$ cat config.mk
export PLATFORM = sky130hd
export DESIGN_NAME = adc_seq_ctrl
export DESIGN_NICKNAME = d
export VERILOG_FILES = /design/src/rtl/adc_pkg.sv /design/src/rtl/adc_clk_en.sv /design/src/rtl/adc_sar.sv /design/src/rtl/adc_seq_ctrl.sv
export SDC_FILE = /design/constraint.sdc
export NUM_CORES = 1
export LEC_CHECK = 0
export BUFFER_PORTS_ARGS = -buffer_cell sky130_fd_sc_hd__buf_2
export CAP_MARGIN = 20
export CORE_MARGIN = 4
export CORE_UTILIZATION = 55
export CTS_CLUSTER_DIAMETER = 120
export DETAILED_ROUTE_END_ITERATION = 10
export GPL_ROUTABILITY_DRIVEN = 0
export PLACE_DENSITY = 0.79
export SLEW_MARGIN = 20
export SYNTH_ARGS = -nofsm -noshare
export SYNTH_HDL_FRONTEND = slang
export SYNTH_HIERARCHICAL = 1
export SYNTH_SLANG_ARGS = --single-unit
$ cat constraint.sdc
create_clock -name clk -period 3.4 [get_ports clk]
set_clock_uncertainty 0.1 [all_clocks]
set_input_delay 0.34 -clock clk [delete_from_list [all_inputs] [get_ports clk]]
set_output_delay 0.34 -clock clk [all_outputs]
set_load 0.005 [all_outputs]
$ cat src/rtl/adc_pkg.sv
package adc_pkg;
  localparam int AW = 8;
  localparam logic [AW-1:0] ADR_RLO  = 8'h20;
  localparam logic [AW-1:0] ADR_RHI  = 8'h21;
  localparam logic [AW-1:0] ADR_CTRL = 8'h22;
  localparam logic [AW-1:0] ADR_CSR  = 8'h23;
  // control field positions (software-visible)
  localparam int CB_START = 7;
  localparam int CB_BUSY  = 6;
  localparam int SELW     = 2;
endpackage

$ cat src/rtl/adc_clk_en.sv
module adc_clk_en #(
  parameter int SELW = 2,
  localparam int CW = (1 << SELW) - 1
) (
  input  logic            clk,
  input  logic            rst,
  input  logic            restart,
  input  logic            run,
  input  logic [SELW-1:0] sel,
  output logic            tick
);
  logic [CW-1:0] cnt;
  logic [CW-1:0] lim;

  always_comb lim = CW'((1 << sel) - 1);
  assign tick = run && (cnt == lim);

  always_ff @(posedge clk) begin
    if (rst || restart) cnt <= '0;
    else if (run)       cnt <= (cnt == lim) ? '0 : cnt + 1'b1;
  end

  // with a divider above 1, enables never come on consecutive cycles
  assert_tick_spacing_R7: assert property (@(posedge clk) disable iff (rst)
    (tick && sel != '0 && $stable(sel) && !restart) |=> !tick);
endmodule

$ cat src/rtl/adc_sar.sv
module adc_sar #(
  parameter int RES = 9,
  localparam int IW = $clog2(RES)
) (
  input  logic           clk,
  input  logic           rst,
  input  logic           go,
  input  logic           abort,
  input  logic           tick,
  input  logic           cmp_in,
  output logic           busy,
  output logic           done,
  output logic [RES-1:0] trial,
  output logic [RES-1:0] result
);
  localparam logic [IW-1:0] MSB = IW'(RES - 1);
  logic [IW-1:0]  idx;
  logic [RES-1:0] kept;

  always_comb begin
    kept      = trial;
    kept[idx] = cmp_in;
  end

  assign done = busy && tick && (idx == '0) && !abort;

  always_ff @(posedge clk) begin
    if (rst) begin
      busy   <= 1'b0;
      idx    <= '0;
      trial  <= '0;
      result <= '0;
    end else if (abort) begin
      busy  <= 1'b0;
      trial <= '0;
    end else if (go) begin
      busy  <= 1'b1;
      idx   <= MSB;
      trial <= RES'(1) << MSB;
    end else if (busy && tick) begin
      if (idx == '0) begin
        busy   <= 1'b0;
        trial  <= kept;
        result <= kept;
      end else begin
        trial <= kept | (RES'(1) << (idx - 1'b1));
        idx   <= idx - 1'b1;
      end
    end
  end

  assert_abort_stops_R9: assert property (@(posedge clk) disable iff (rst)
    abort |=> !busy);
  assert_done_ends_R5: assert property (@(posedge clk) disable iff (rst)
    done |=> !busy);
  assert_go_msb_trial_R8: assert property (@(posedge clk) disable iff (rst)
    (go && !abort) |=> (busy && trial[RES-1] && $countones(trial) == 1));
endmodule

$ cat src/rtl/adc_seq_ctrl.sv
module adc_seq_ctrl #(
  parameter int RES  = 9,
  parameter int NCH  = 4,
  parameter int NPIN = 4,
  localparam int CHW = $clog2(NCH)
) (
  input  logic                   clk,
  input  logic                   rst,
  input  logic [adc_pkg::AW-1:0] bus_addr,
  input  logic [7:0]             bus_wdata,
  input  logic                   bus_we,
  output logic [7:0]             bus_rdata,
  input  logic                   cmp_in,
  output logic [RES-1:0]         dac_code,
  output logic [CHW-1:0]         chan_sel,
  output logic [NPIN-1:0]        pin_analog,
  output logic                   conv_power,
  input  logic                   irq_en,
  output logic                   irq
);
  import adc_pkg::*;

  logic [2:0]      chan_r, pcfg_r;
  logic            start_r, busy_r, armed_r;
  logic [SELW-1:0] sel_r;
  logic            ctrl_wr, start_rise, start_fall;
  logic            tick, sar_busy, conv_done;
  logic [RES-1:0]  res_w;
  logic [7:0]      lo_byte, hi_byte, rd_mux;

  assign ctrl_wr    = bus_we && (bus_addr == ADR_CTRL);
  assign start_rise = ctrl_wr &&  bus_wdata[CB_START] && !start_r;
  assign start_fall = ctrl_wr && !bus_wdata[CB_START] &&  start_r && armed_r;

  always_ff @(posedge clk) begin
    if (rst) begin
      chan_r  <= '0;
      pcfg_r  <= '0;
      start_r <= 1'b0;
      busy_r  <= 1'b0;
      armed_r <= 1'b0;
      sel_r   <= '0;
      irq     <= 1'b0;
    end else begin
      if (ctrl_wr) begin
        chan_r  <= bus_wdata[2:0];
        pcfg_r  <= bus_wdata[5:3];
        start_r <= bus_wdata[CB_START];
      end
      if (bus_we && bus_addr == ADR_CSR) sel_r <= bus_wdata[SELW-1:0];
      if (start_rise)      armed_r <= 1'b1;
      else if (start_fall) armed_r <= 1'b0;
      if (start_rise)     busy_r <= 1'b1;
      else if (conv_done) busy_r <= 1'b0;
      irq <= conv_done && irq_en;
    end
  end

  adc_clk_en #(.SELW(SELW)) u_clk_en (
    .clk(clk), .rst(rst), .restart(start_fall), .run(sar_busy),
    .sel(sel_r), .tick(tick)
  );

  adc_sar #(.RES(RES)) u_sar (
    .clk(clk), .rst(rst), .go(start_fall), .abort(start_rise), .tick(tick),
    .cmp_in(cmp_in), .busy(sar_busy), .done(conv_done), .trial(dac_code),
    .result(res_w)
  );

  assign chan_sel = (32'(chan_r) >= NCH) ? '0 : CHW'(chan_r);

  for (genvar i = 0; i < NPIN; i++) begin : g_pin
    assign pin_analog[i] = (32'(pcfg_r) > i);
  end
  assign conv_power = |pin_analog;

  if (RES > 8) begin : g_split
    assign hi_byte = res_w[RES-1 -: 8];
    assign lo_byte = {res_w[0], 7'b0};
  end else begin : g_single
    assign hi_byte = 8'(res_w);
    assign lo_byte = 8'h00;
  end

  always_comb begin
    unique case (bus_addr)
      ADR_RLO:  rd_mux = lo_byte;
      ADR_RHI:  rd_mux = hi_byte;
      ADR_CTRL: rd_mux = {start_r, busy_r, pcfg_r, chan_r};
      ADR_CSR:  rd_mux = 8'(sel_r);
      default:  rd_mux = 8'h00;
    endcase
  end

  always_ff @(posedge clk) begin
    if (rst) bus_rdata <= '0;
    else     bus_rdata <= rd_mux;
  end

  assert_busy_on_rise_R3: assert property (@(posedge clk) disable iff (rst)
    start_rise |=> busy_r);
  assert_busy_clear_R5: assert property (@(posedge clk) disable iff (rst)
    conv_done |=> !busy_r);
  assert_irq_source_R5: assert property (@(posedge clk) disable iff (rst)
    irq |-> $past(conv_done && irq_en));
  assert_lone_fall_idle_R4: assert property (@(posedge clk) disable iff (rst)
    (ctrl_wr && !bus_wdata[CB_START] && !start_r && !sar_busy) |=> !sar_busy);
endmodule

# Word level (Yosys, flattened, before mapping)
# Cells that the tools add are included.
# W data, S select, Z words.
# classes
add_sub_neg,3
magnitude_cmp,7
n_eq_ne,6
shifts,2
muxes,19
n_bitwise,3
n_reduce_logical,28
# op_table
op,count
$eq A8 B6 Y1 const B,4
$pmux W8 S4,1
$mux W9,3
$logic_and A1 B1 Y1,13
$mux W4,3
$bwmux W9,1
$or A9 B9 Y9,1
$shl A1 B4 Y9 const A,1
$mux W1,8
$reduce_bool A2 Y1,4
$gt A3 B1 Y1 const B,2
$gt A3 B2 Y1 const B,2
$lt A4 B5 Y1 const B,1
$demux W1 S4,1
$ge A4 B1 Y1 const B,1
$logic_not A4 Y1,1
$reduce_and A4 Y1,1
$reduce_or A4 Y1,1
$sub A4 B1 Y4 const B,1
$add A3 B1 Y3 const B,1
$eq A3 B3 Y1,1
$ge A3 B3 Y1 const B,1
$logic_not A1 Y1,3
$mux W3,1
10 further kinds,11
# word_totals
regBits,46
input_bits,21

# Logic depth before layout (Yosys ltp)
# Gate-level depths: netlist of run 1.
# depth
ltp_word,9
depth_mapped,9

# Modules after synthesis
# The synthesis of run 1 kept the hierarchy.
# by_module_without_submodules
mod,n_inst,cells_per_inst,area_each_um2,seq_area_each_um2
adc_sar,1,155,1305.0,460.4
adc_seq_ctrl,1,104,922.1,400.4
adc_clk_en,1,22,200.2,60.1

# Worst setup path before layout of run 1
# OpenSTA, ideal clock, no wires.
# synth_timing
path_kind,input-to-reg
from,input port bus_addr[3] (netlist bit)
to,register u_sar.trial[8]
setup_time_ns,0.115
arrival_ns,2.324
required_time_ns,3.185
path_slack_ns,0.861
stages,7
path_buffers,1
path_cell_list,nor4b_1 -> nand2_1 -> nor4_1 -> clkbuf_1 -> nor2_1 -> and3_1 -> a2111oi_0
# synth_via
elab_chain_cells,6
# synth_rtl
element,line,rtl
start: declaration,adc_seq_ctrl.sv:9,"input logic [adc_pkg::AW-1:0] bus_addr,"
$eq A8 B6 Y1 (*),adc_seq_ctrl.sv:31,assign ctrl_wr = bus_we && (bus_addr == ADR_CTRL);
$logic_and A1 B1 Y1 (*),adc_seq_ctrl.sv:31,
$logic_and A1 B1 Y1 (*) (3 in series),adc_seq_ctrl.sv:33,assign start_fall = ctrl_wr && !bus_wdata[CB_START] && start_r && armed_r;
via start_fall,adc_seq_ctrl.sv:26,"logic ctrl_wr, start_rise, start_fall;"
$mux W9 / $reduce_bool A2 Y1 (equally long branches),-,
end signal: assignment,adc_sar.sv:39,trial <= RES'(1) << MSB;
end signal: assignment,adc_sar.sv:43,trial <= kept;
end signal: assignment,adc_sar.sv:46,trial <= kept | (RES'(1) << (idx - 1'b1));
end: declaration,adc_sar.sv:13,"output logic [RES-1:0] trial,"
# Mark *: on every way through the listed nets, which the timed path passes. The rest lies on a longest branch.
# A chain may end at the register's enable or synchronous reset.

# Worst setup path after layout of run 1
# layout_timing
from,register sel_r[0]
to,register u_sar.idx[0]
# layout_via
elab_chain_cells,7
# layout_rtl
element,line,rtl
start: declaration,adc_seq_ctrl.sv:25,logic [SELW-1:0] sel_r;
start signal: assignment,adc_seq_ctrl.sv:50,if (bus_we && bus_addr == ADR_CSR) sel_r <= bus_wdata[SELW-1:0];
$shl A1 B2 Y3,adc_clk_en.sv:15,always_comb lim = CW'((1 << sel) - 1);
$sub A3 B2 Y3,adc_clk_en.sv:15,
$eq A3 B3 Y1,adc_clk_en.sv:16,assign tick = run && (cnt == lim);
$logic_and A1 B1 Y1,adc_clk_en.sv:16,
via tick,adc_seq_ctrl.sv:27,"logic tick, sar_busy, conv_done;"
$logic_and A1 B1 Y1,adc_sar.sv:40,end else if (busy && tick) begin
$reduce_bool A2 Y1 (no source line),-,
$reduce_and A3 Y1 (no source line),-,
end signal: assignment,adc_sar.sv:47,idx <= idx - 1'b1;
end: declaration,adc_sar.sv:17,logic [IW-1:0] idx;
# The timed path passes the listed nets, and every way through them passes these cells.

==> key figures, run 1 <==
Timing
  – Setup violators final: 0
  – FMAX: 0.3943 GHz
  – Least-Margin Pin Slew: around 0.8 ns
  – Worst hold margin: 0.1605 ns
  – Final setup TNS: 0 ns
  – Max-slew headroom: 0.4606
  – Post-route minimum period: approximately 2.5 ns
  – RSZ-0062 raised after global routing: no
  – Slew Viols, Final: 0
  – Fin worst setup slack: between 0.8 and 0.9 ns
  – Final Hold Fails: 0
  – Period utilisation layout: 0.7459

Yosys
  – Largest family of logic cells by synthesized area: simple AND/OR/NAND/NOR gates
  – Syn avg cell area: 8.638 sq um
  – Seq/Total Area, Yosys: 0.3794
  – Top area cells in the synthesized netlist: dfxtp_1 38%, mux2i_1 7.0%, ha_1 4.6%
  – Yosys reg bits: 46
  – Unique masters post-synth: 49
  – Count leader, synth: dfxtp_1
  – Mux cell area share after synthesis: 0.07938
  – Synthesized area: 2427 sq um
  – Main synth FF type: dfxtp_1
  – Syn. warnings: 6
  – Compound-gate portion of the synthesized area: 0.1928
  – Syn nets: roughly 310
  – Share of synthesized flip-flops with an asynchronous set or reset: 0
  – Xor and xnor area share after synthesis: 0.007216
  – Adder-cell share of the synthesized area: 0.04639
  – Post-synth top cells: 46 x dfxtp_1, 26 x nand2_1, 23 x nor2_1
  – Simple-Gate Fraction of Synth Area: 0.2443
  – Post-synth top area share: 0.3794
  – Post-synth EDFFs: 0
  – Post-Synthesis Cells: between 200 and 300
  – Area leader, netlist: dfxtp_1

Routing
  – Final wirelength: 5488 um
  – Residual DRC: 0
  – Vias per cell: 6.019
  – Antenna-violating nets left: 0
  – 1st-iter DRT viols: roughly 140
  – DR pass1 iterations: 4
  – Avg WL per Cell: approximately 15 um
  – Via count: 2209

Power
  – Pwr Density: 337.5 nW/um^2
  – Sw Pwr: 223.1 uW
  – Switching Fraction: 0.2409
  – Clk pwr share: 0.369
  – Peak supply drop: 0.0001757 V
  – Pleak: 1.122 nW
  – P_int: between 700 and 800 uW
  – Gate power share: 0.048
  – Reg power frac: 0.583

Clock network
  – Postcts setup bufs: 0
  – Clock Sinks: 46
  – Worst skew pair latency: 0.30 ns
  – CTS clock-pin slew for the worst setup and hold paths: roughly 0.090 ns
  – TritonCTS Buffers: 5
  – Clock root buffer: clkbuf_8
  – H-tree levels: 2
  – Post-CTS Hold Buffers: 0
  – CTS tree: done
  – Clock tree buffer depth: 2
  – Post-CTS Resized: 0

GRT
  – Global-route wire length before repair: around 9000 um
  – Pin count of the biggest net entering global routing: 28
  – Total grt overflow: 0
  – Antenna violations before repair: 0
  – Number of global-route vias before repair: 1937
  – GRT Util Overall: 0.2090

Job
  – Max-capacitance violation count: 0

Hold path
  – Hold Path Stages: 2
  – HP Class: primary input to flop

Cells and area
  – Layout cells sized above 1: 0.2240
  – Finished Core Util: 0.6621
  – Layout area overhead: 13.04%
  – Nets: 346
  – Design Area, Final: 2744 sq um
  – N_diodes: 0

Floorplanning
  – Die W: between 70 and 80 um
  – Core Region: 4144 sq um
  – Die Y: 74.43 um
  – Row cnt: 23
  – Starting density of the core: 0.5857
  – Num ports: 46
  – Die area: ~5500 sq um

Place
  – Post-detail-place hpwl: 3903 um
  – Dpl cell area: around 2700 sq um
  – Dpl ws: 0.8831 ns
  – Port Buffers: 44

Status
  – Status: completed

Worst setup path
  – Worst R2R Path Depth: 7
  – Crit start category: flop
  – Setup crit end kind: flop
  – WP data arrival: 2.61 ns
  – Crit-path max FO: 18
  – Data required, critical path: 3.47 ns
  – Critical path class: flop to flop
## routing by layer
| metal | share of wire | wire (um) | vias to the layer above | track usage |
|---|---|---|---|---|
| met2 | 0.47 | 2570 | 86 | 0.3463 |
| met3 | 0.072 | 393 | 9 | 0.04054 |
| met5 | 0 | 0 | - | 0 |
| met1 | 0.45 | 2449 | 1020 | 0.2755 |
| li1 | - | - | 1094 | - |
| met4 | 0.013 | 74 | 0 | 0.06324 |
## sequential cells by signal, indices dropped and copies added, names as in the netlist, 2 cells and up
register      count
sel_r             2
u_sar/idx         4
u_clk_en/cnt      3
u_sar/result      9
u_sar/trial       9
pcfg_r            3
chan_r            3
bus_rdata         8
## stage by stage
stage / cells / total power [mW]
4_1_cts: 367 / 0.9335
3_3_place_gp: 359 / 0.5951
2_1_floorplan: 281 / 0.5769
3_5_place_dp: 359 / 0.5963
5_1_grt: 367 / 0.9665
6_report: 367 / 0.9261
## layout make-up
cell class / count / area (sq um)
Multi-Input combinational cell: 207 / 1384
Clock buffer: 5 / 68.82
Tap cell: 50 / 62.56
Clock inverter: 3 / 23.77
Sequential cell: 46 / 920.9
Inverter: 7 / 26.28
Timing Repair Buffer: 49 / 257.7
Fill cell: 377 / 1400
## power groups by stage
stage                     sequential, mW  clock [mW]  combinational [mW]
after floorplan                    0.552           0              0.0247
after global placement             0.552           0              0.0428
after detailed placement           0.552           0              0.0440
after CTS                          0.540       0.350              0.0442
after global routing               0.540       0.378              0.0488
final                              0.540       0.342              0.0447
## worst max-delay path, cell delays in order (launching register included)
cell	delay, ns
dfxtp_1	0.43
or3b_1	0.38
a211oi_2	0.34
or2_1	0.20
and2_1	0.50
nand2_1	0.19
mux2i_1	0.18
o22ai_1	0.10
## logic make-up after synthesis
family / count (synthesis)
flip-flops: 46
buffers and inverters: 28
AND/OR/NAND/NOR: 109
adder cells (fa/ha/maj): 9
XOR/XNOR: 2
multiplexers: 19
AO/OA/AOI/OAI: 68
## layout by cell type, fill, tap and decap left out, types with 3 or more instances in the layout
cell       n
clkbuf_8   5
buf_2     44
mux2i_1   17
dfxtp_1   46
o22ai_1    3
nand2_1   26
o21ai_0   11
nand2b_1   4
nor2b_1    6
nor4b_1    3
inv_1      7
a22oi_1    7
a211oi_2   3
ha_1       9
buf_4      5
nand4_1    8
a31oi_1    8
a21oi_1   11
nand3b_1   6
a211oi_1   6
o31ai_1    6
nor3b_1    3
or2_2      4
nor2_1    23
nor3_1    12
## final timing paths
kind / from / slack (ns) / to
max: sel_r[0]$_SDFFE_PP0P_ / 0.86 / u_sar/idx[0]$_SDFFE_PP0P_
min: irq_en / 0.16 / irq$_SDFF_PP0_
max reg2reg: sel_r[0]$_SDFFE_PP0P_ / 0.86 / u_sar/idx[0]$_SDFFE_PP0P_
min reg2reg: u_sar/result[8]$_SDFFE_PP0P_ / 0.39 / bus_rdata[7]$_SDFF_PP0_
No activity file was read; power rests on OpenSTA's default activity.
==> inputs of run 2 (changes only) <==
- ABC_AREA: not set -> 1
- clock period: 3.4 -> 2.6 ns (I/O delays scaled with it)
==> key figures, run 2 <==
Worst setup path
  – Crit-path max FO: 18
  – Worst R2R Start: u_clk_en/cnt[1]$_SDFFE_PP0P_
  – Data required, critical path: roughly 2.7 ns
  – WP data arrival: 2.11 ns
  – Worst R2R Path Depth: 11
  – R2R Setup Slk: a little under 0.6 ns
  – Reg2reg end: u_sar/result[6]$_SDFFE_PP0P_
  – Critical path class: flop to flop
  – Crit start category: flop
  – Setup crit end kind: flop

Yosys
  – Area leader, netlist: dfxtp_1
  – Main synth FF type: dfxtp_1
  – Yosys reg bits: 46
  – Count leader, synth: nand2_1
  – Synthesized area: 2515 sq um
  – Unique masters post-synth: 28
  – Syn nets: 415
  – Post-synth top area share: 0.3662
  – Post-synth EDFFs: 0
  – Syn. warnings: 6
  – Syn avg cell area: 6.532 sq um
  – Seq/Total Area, Yosys: 0.3662
  – Post-synth top cells: 100 x nand2_1, 67 x nor2_1, 49 x nand3_1
  – Share of synthesized flip-flops with an asynchronous set or reset: 0
  – Post-Synthesis Cells: between 300 and 400
  – Top area cells in the synthesized netlist: dfxtp_1 37%, nand2_1 15%, nor2_1 10%

Clock network
  – Post-CTS Hold Buffers: 0
  – Postcts setup bufs: 0
  – Clock Sinks: 46
  – CTS clock-pin slew for the worst setup and hold paths: ~0.09 ns
  – Clock root buffer: clkbuf_8
  – Worst skew pair latency: approximately 0.3 ns
  – Post-CTS Resized: 0
  – TritonCTS Buffers: 5
  – CTS tree: done
  – Clock tree buffer depth: 2
  – H-tree levels: 2

Hold path
  – HP Class: primary input to flop
  – Min-delay src: irq_en
  – Hold Path Stages: 3
  – Worst Hold End: irq$_SDFF_PP0_

Place
  – Post-detail-place hpwl: 4216 um
  – Placed insts: between 400 and 500
  – Port Buffers: 44
  – Dpl cell area: 2760 sq um

Timing
  – Max-slew headroom: 0.6748
  – Slew Viols, Final: 0
  – Setup violators final: 0
  – Final setup TNS: 0 ns
  – Least-Margin Pin Slew: 0.4860 ns
  – Period utilisation layout: 0.7709
  – Final Hold Fails: 0
  – FMAX: 0.4989 GHz
  – RSZ-0062 raised after global routing: no
  – Post-route minimum period: 2.004 ns

Cells and area
  – N_diodes: 0
  – Layout area overhead: 15.22%
  – Commonest non-fill, non-tap cell in the layout: nand2_1
  – Layout cells sized above 1: 0.1740
  – Fillers: ~400
  – Largest regs: u_sar/result (9), u_sar/trial (9), bus_rdata (8)
  – Non-filler cells, final: around 480
  – Design Area, Final: 2898 sq um
  – Commonest non-fill, non-tap cells in the layout: 100 x nand2_1, 67 x nor2_1, 49 x nand3_1, 46 x dfxtp_1, 45 x inv_1
  – Nets: between 400 and 500

Routing
  – Vias per cell: 5.008
  – Avg WL per Cell: 11.54 um
  – 1st-iter DRT viols: 157
  – DR pass1 iterations: 4
  – Final wirelength: 5575 um
  – Antenna-violating nets left: 0
  – Residual DRC: 0
  – Via count: 2419

Floorplanning
  – Die W: 75.62 um
  – Starting density of the core: 0.5736
  – Die area: ~5700 sq um
  – Row cnt: 24
  – Num ports: 46
  – Die Y: 75.62 um
  – Core Region: 4384 sq um

Power
  – Pleak: 1.453 nW
  – Design Power: 1.395 mW
  – Pwr Density: 481.3 nW/um^2
  – Peak supply drop: 0.0002829 V

GRT
  – Global-route wire length before repair: 9542 um
  – Antenna violations before repair: 0
  – Pin count of the biggest net entering global routing: 21
  – Number of global-route vias before repair: ~2200
  – GRT Util Overall: 0.2146
  – Total grt overflow: 0

Job
  – Max-capacitance violation count: 0

Status
  – Status: completed
==> run 2: cell types whose count changed in the layout (fill, tap and decap cells not counted), sizes merged, moves of 7 or more <==
cell	previous run	this run
a22oi	7	0
nand3	1	49
mux2i	17	1
inv	8	48
a21oi	12	20
a31oi	8	0
nand2	26	104
nor3	12	2
a211oi	9	0
nor2	23	74
==> run 2: critical path, cell delays in order (launching register included) <==
cell     delay, ns
dfxtp_1       0.43
nand2_1       0.07
nand2_1       0.06
nand2_1       0.05
nor2_1        0.09
nand2_1       0.08
inv_1         0.06
nand2_1       0.13
inv_1         0.29
nand4_4       0.29
nor2_1        0.20
nor2_1        0.06
==> run 2: cell type report <==
type | instances | area (sq um) | area share
multi-input cells | 281 | 1344 | 0.4637
flip-flops and latches | 46 | 920.9 | 0.3178
repair buffers | 48 | 250.2 | 0.08636
inverters | 48 | 180.2 | 0.06218
clock buffers | 5 | 68.82 | 0.02375
clock inverters | 3 | 68.82 | 0.02375
well taps | 52 | 65.06 | 0.02245
==> run 2: per-stage QoR <==
step	utilization	setup slack, ns	hold slack [ns]
final	0.6610	0.5956	0.07012
after CTS	0.6610	0.6043	0.06576
after global placement	0.6296	0.4989	0.3497
after global routing	0.6610	0.3975	0.06024
after detailed placement	0.6296	0.4407	0.3694
after floorplan	-	0.7795	0.2291
==> run 2: per-layer routing <==
layer  part of all wire  vias to the layer above  GRT usage
li1                   -                     1290          -
met1               0.47                     1053     0.2732
met2               0.44                       68     0.3557
met3              0.076                        8    0.05013
met4              0.015                        0    0.07573
met5                  0                        -          0
==> run 2: kinds of logic (layout without fill, tap and decap cells) <==
kind of cell,Yosys count,after routing,share of synthesized area
simple gates,238,238,0.4144
buf+inv,58,104,0.09950
flops,46,46,0.3662
compound gates,30,30,0.06070
fa+ha+maj,9,9,0.04478
xor+xnor,3,3,0.01045
mux,1,1,0.003980
==> run 2: how the worst max path moves through the flow <==
stage	startpoint	end	slack, ns	cells past startpoint
finish	u_clk_en/cnt[1]$_SDFFE_PP0P_	u_sar/result[6]$_SDFFE_PP0P_	0.60	11
global placement	bus_addr[7]	u_sar/idx[3]$_SDFFE_PP0P_	0.50	11
floorplan	bus_addr[7]	u_sar/idx[3]$_SDFFE_PP0P_	0.78	10
CTS	sel_r[0]$_SDFFE_PP0P_	u_sar/result[6]$_SDFFE_PP0P_	0.60	11
global route	u_clk_en/cnt[1]$_SDFFE_PP0P_	u_sar/result[1]$_SDFFE_PP0P_	0.40	12
detailed placement	bus_addr[7]	u_sar/idx[3]$_SDFFE_PP0P_	0.44	11
==> run 2: where the power goes <==
part | switching, mW | total [mW] | leakage [nW] | internal (mW)
logic | 0.0349 | 0.0540 | 1.01 | 0.0191
clock network | 0.251 | 0.636 | 0.0683 | 0.385
registers | 0.000237 | 0.704 | 0.370 | 0.704
total | 0.287 | 1.39 | 1.45 | 1.11
